==> config.mk <==
export PLATFORM = sky130hd
export DESIGN_NAME = quad_phase_divider
export DESIGN_NICKNAME = d
export VERILOG_FILES = /design/src/rtl/qpd_pkg.sv /design/src/rtl/qpd_edge_sync.sv /design/src/rtl/qpd_step_counter.sv /design/src/rtl/qpd_decode.sv /design/src/rtl/quad_phase_divider.sv
export SDC_FILE = /design/constraint.sdc
export NUM_CORES = 1
export LEC_CHECK = 0
export BUFFER_PORTS_ARGS = -buffer_cell sky130_fd_sc_hd__buf_2
export CAP_MARGIN = 15
export CORE_AREA = 2 2 39 41
export CTS_CLUSTER_SIZE = 28
export DETAILED_ROUTE_END_ITERATION = 10
export DIE_AREA = 0 0 41 43
export MAX_ROUTING_LAYER = met4
export PLACE_DENSITY = 0.43
export RECOVER_POWER = 25
export SYNTH_ARGS = -nofsm -noshare
export SYNTH_HDL_FRONTEND = slang
export SYNTH_HIERARCHICAL = 1
export SYNTH_SLANG_ARGS = --single-unit
==> constraint.sdc <==
create_clock -name clk -period 1.3 [get_ports clk]
set_clock_uncertainty 0.1 [all_clocks]
set_input_delay 0.195 -clock clk [delete_from_list [all_inputs] [get_ports clk]]
set_output_delay 0.195 -clock clk [all_outputs]
set_load 0.01 [all_outputs]
==> src/rtl/qpd_pkg.sv <==
package qpd_pkg;
  localparam int STEP_W = 2;
  localparam int NSTEPS = 1 << STEP_W;

  typedef logic [STEP_W-1:0] step_t;

  typedef struct packed {
    logic half;
    logic a;
    logic c;
    logic b;
    logic d;
  } taps_t;

  // Each phase is high for two adjacent steps; rises go A, C, B, D.
  function automatic taps_t taps_of(step_t s);
    taps_t t;
    t.half = s[1];
    t.a    = ~s[1];
    t.b    = s[1];
    t.c    = s[1] ^ s[0];
    t.d    = ~(s[1] ^ s[0]);
    return t;
  endfunction
endpackage

==> src/rtl/qpd_edge_sync.sv <==
module qpd_edge_sync #(
  parameter int STAGES = 2
) (
  input  logic clk,
  input  logic rst,
  input  logic din,
  output logic edge_o
);
  // pipe[0..STAGES-1] synchronise, pipe[STAGES] holds the previous settled level
  logic [STAGES:0] pipe;

  always_ff @(posedge clk) begin
    if (rst) pipe <= '1;
    else     pipe <= {pipe[STAGES-1:0], din};
  end

  assign edge_o = pipe[STAGES] ^ pipe[STAGES-1];

  // a steady input yields no edge pulse once the pipe has flushed
  assert_quiet_input_R7: assert property (@(posedge clk) disable iff (rst)
    (pipe[STAGES-1:0] == {STAGES{pipe[STAGES]}}) |=> !edge_o || ($past(din) != pipe[STAGES]));
endmodule

==> src/rtl/qpd_step_counter.sv <==
module qpd_step_counter
  import qpd_pkg::*;
(
  input  logic  clk,
  input  logic  rst,
  input  logic  step,
  output step_t cnt
);
  always_ff @(posedge clk) begin
    if (rst)       cnt <= '0;
    else if (step) cnt <= cnt + step_t'(1);
  end

  assert_advance_one_R2: assert property (@(posedge clk) disable iff (rst)
    step |=> cnt == step_t'($past(cnt) + step_t'(1)));
  assert_hold_R7: assert property (@(posedge clk) disable iff (rst)
    !step |=> $stable(cnt));
endmodule

==> src/rtl/qpd_decode.sv <==
module qpd_decode
  import qpd_pkg::*;
(
  input  logic  clk,
  input  logic  rst,
  input  step_t cnt,
  output taps_t taps
);
  always_ff @(posedge clk) begin
    if (rst) taps <= taps_of('0);
    else     taps <= taps_of(cnt);
  end

  assert_two_high_R5: assert property (@(posedge clk) disable iff (rst)
    $countones({taps.a, taps.b, taps.c, taps.d}) == 2);
  assert_one_swap_R4: assert property (@(posedge clk) disable iff (rst)
    ($countones({taps.a, taps.b, taps.c, taps.d} ^ $past({taps.a, taps.b, taps.c, taps.d})) == 0) ||
    ($countones({taps.a, taps.b, taps.c, taps.d} ^ $past({taps.a, taps.b, taps.c, taps.d})) == 2));
  assert_half_follows_R3: assert property (@(posedge clk) disable iff (rst)
    $rose(taps.half) |-> $rose(taps.b) && $fell(taps.a));
endmodule

==> src/rtl/quad_phase_divider.sv <==
module quad_phase_divider
  import qpd_pkg::*;
#(
  parameter int SYNC_STAGES = 2
) (
  input  logic clk,
  input  logic rst,
  input  logic tick_n,
  output logic half_out,
  output logic ph_a,
  output logic ph_b,
  output logic ph_c,
  output logic ph_d
);
  logic  edge_seen;
  step_t step_q;
  taps_t taps_q;

  qpd_edge_sync #(.STAGES(SYNC_STAGES)) u_sync (
    .clk    (clk),
    .rst    (rst),
    .din    (tick_n),
    .edge_o (edge_seen)
  );

  qpd_step_counter u_cnt (
    .clk  (clk),
    .rst  (rst),
    .step (edge_seen),
    .cnt  (step_q)
  );

  qpd_decode u_dec (
    .clk  (clk),
    .rst  (rst),
    .cnt  (step_q),
    .taps (taps_q)
  );

  assign half_out = taps_q.half;
  assign ph_a     = taps_q.a;
  assign ph_b     = taps_q.b;
  assign ph_c     = taps_q.c;
  assign ph_d     = taps_q.d;

  assert_reset_state_R1: assert property (@(posedge clk)
    rst |=> ph_a && ph_d && !ph_b && !ph_c && !half_out);
  assert_a_then_c_R5: assert property (@(posedge clk) disable iff (rst)
    $rose(ph_c) |-> ph_a && !ph_d);
endmodule

==> flow_summary.json <==
{
  "p_int_mw": 0.424,
  "switchingPower_mw": 0.113,
  "synth-warning-count": 6,
  "pwr-share-seq_pct": 55.2,
  "h-tree-depth": 1,
  "coreArea_um2": 1380,
  "pwr-share-comb_pct": 6.1,
  "totalWireLength_um": 367,
  "synth_area_um2": 287,
  "pin_count": 8,
  "path_cells": "xor2_1, nand3b_1, a21oi_2",
  "start_kind": "register",
  "endpoint_kind": "register",
  "hold-worst-slack_ps": 16.4,
  "crit_arrival_ps": 1110,
  "max_stage_delay_ps": 330,
  "gr-usage-met3_pct": 9.42,
  "die_area_um2": 1760,
  "gr-usage-met1_pct": 4.58,
  "ys_seq_elements": 9,
  "post_cts_resized": 0,
  "vias": 185,
  "ctsHoldBuffers": 0,
  "wire_per_inst_um": 7.34,
  "syn_area_per_cell_um2": 11.9,
  "first_pass_iters": 2,
  "fp.dieH_um": 43,
  "status": "completed",
  "regArea_um2": 180,
  "post-cts-setup-buffers": 0,
  "rows": 14,
  "critPathKind": "reg2reg",
  "finalSetupViolCount": 0,
  "drive_above_1_share_pct": 29.4,
  "cts-root-buf": "clkbuf_4",
  "min_period_ps": 1020,
  "place_hpwl_um": 281,
  "grt_first_pass_wirelength_um": 593,
  "place_area_um2": 334,
  "slew_viol_final": 0,
  "tightest_slew_ps": 293,
  "fmax_mhz": 985,
  "leakage_nw": 0.149,
  "relSlewSlack_pct": 80.5,
  "synth.distinct_cells": 13,
  "cp_max_fo": 3,
  "ys_seq_area_share_pct": 62.9,
  "power_density_nw_per_um2": 1490,
  "clk_latency_ps": 260,
  "area_delta_synth_final_pct": 25.3,
  "grt_max_degree": 9,
  "antenna_left": 0,
  "first_iter_violations": 3,
  "grt_use_total_pct": 6.31,
  "sw_frac_of_total_pct": 21.0,
  "antenna_cells": 0,
  "power_frac_clock_pct": 38.8,
  "p_total_mw": 0.536,
  "rsz0062_at_grt": "no",
  "multi_input_area_um2": 95.1,
  "port_buffers": 7,
  "drc": 0,
  "routed_via_density": 3.70,
  "fin_nets": 38,
  "grtUsageMet2_pct": 7.19,
  "grt_pass1_vias": 159,
  "peakVddDrop_mv": 0.498,
  "finalHoldViolations": 0,
  "top_usage_layer": "met3",
  "cts_buffer_depth": 2,
  "hold_class": "in2reg",
  "setup_tns_ps": 0,
  "period_share_pct": 78.1,
  "maxCapViolations": 0,
  "cts_tree": "yes",
  "path_clk_slew_ps": 60,
  "synthesis.nets": 27,
  "required_ps": 1400,
  "nFillCells": 159,
  "antenna_found_initial": 0,
  "gp_routability_congestion": 0.540,
  "overflow": 0,
  "fin_area_um2": 359,
  "cts_sinks": 9,
  "cts_buffers": 3,
  "start_util_pct": 20.7,
  "cpMaxStageDelayCell": "dfxtp_1",
  "die_w_um": 41,
  "synth_cells": 24
}
layout make-up:
cell class	instances	share of cell area (%)
flip-flops and latches	9	50.2
well taps	16	5.57
repair buffers	7	9.41
clock buffers	4	7.32
multi-input cells	13	26.5
inverters	1	1.05
cell usage after synthesis, drive strengths merged:
cell | number | share of area [%]
buf | 1 | 2.6
xnor2 | 1 | 3.1
xor2 | 2 | 6.1
nor2 | 1 | 1.3
or2 | 3 | 6.6
a21oi | 1 | 3.1
dfxtp | 9 | 63
and2b | 1 | 2.6
inv | 1 | 1.3
a21bo | 1 | 3.5
nand3b | 1 | 2.6
nor2b | 1 | 2.2
nand2b | 1 | 2.2
critical path, delay by kind of cell (launching register included):
kind	cells	cell delay [ps]
xor gates and xnor gates	1	250
and+or+nand+nor	1	140
DFF	1	330
AOI/OAI and AO/OA	1	140
final timing paths:
| check | start | endpoint | slack, ps | cells after the start |
|---|---|---|---|---|
| worst max-delay path | u_sync/pipe[1] | u_cnt/cnt[1] | 280 | 3 |
| worst min-delay path | tick_n | u_sync/pipe[0] | 20 | 2 |
| worst max register to register | u_sync/pipe[1] | u_cnt/cnt[1] | 280 | 3 |
| worst min register to register | u_sync/pipe[0] | u_sync/pipe[1] | 320 | 1 |
sequential cells by signal, indices dropped and copies added (netlist names):
| register | flops |
|---|---|
| u_dec/taps | 4 |
| u_cnt/cnt | 2 |
| u_sync/pipe | 3 |
through the flow:
stage               util [%]  instances  worst slack, ps
finish                  25.9         50              285
global route            25.9         50              198
CTS                     26.0         50              284
detailed placement      24.1         46              292
global placement        24.1         46              315
floorplan                  -         24              348
layer usage:
layer	part of all wire [%]	up-vias
li1	-	93
met1	34	81
met2	45	11
met3	20	0
met4	0	0
met5	0	-
power groups by stage:
stage | Clock [mW] | Combinational, mW | Sequential, mW
after floorplan | 0 | 0.0185 | 0.304
after global placement | 0 | 0.0331 | 0.302
after detailed placement | 0 | 0.0338 | 0.302
after CTS | 0.224 | 0.0338 | 0.296
after global routing | 0.238 | 0.0369 | 0.297
final | 0.208 | 0.0324 | 0.296
cells by family after synthesis:
| logic type | share of synthesized area [%] |
|---|---|
| flops | 62.9 |
| simple gates | 17.5 |
| xor+xnor | 9.17 |
| compound gates | 6.55 |
| buf+inv | 3.93 |
layout by cell type (no fill, tap or decap):
cell type and count:
a21bo_1 1, a21oi_2 1, and2b_1 1, buf_2 6
clkbuf_1 2, clkbuf_4 3, dfxtp_1 9, inv_1 1
nand2b_1 1, nand3b_1 1, nor2_1 1, nor2b_1 1
or2_1 3, xnor2_1 1, xor2_1 2
No activity file was read; power rests on OpenSTA's default activity.
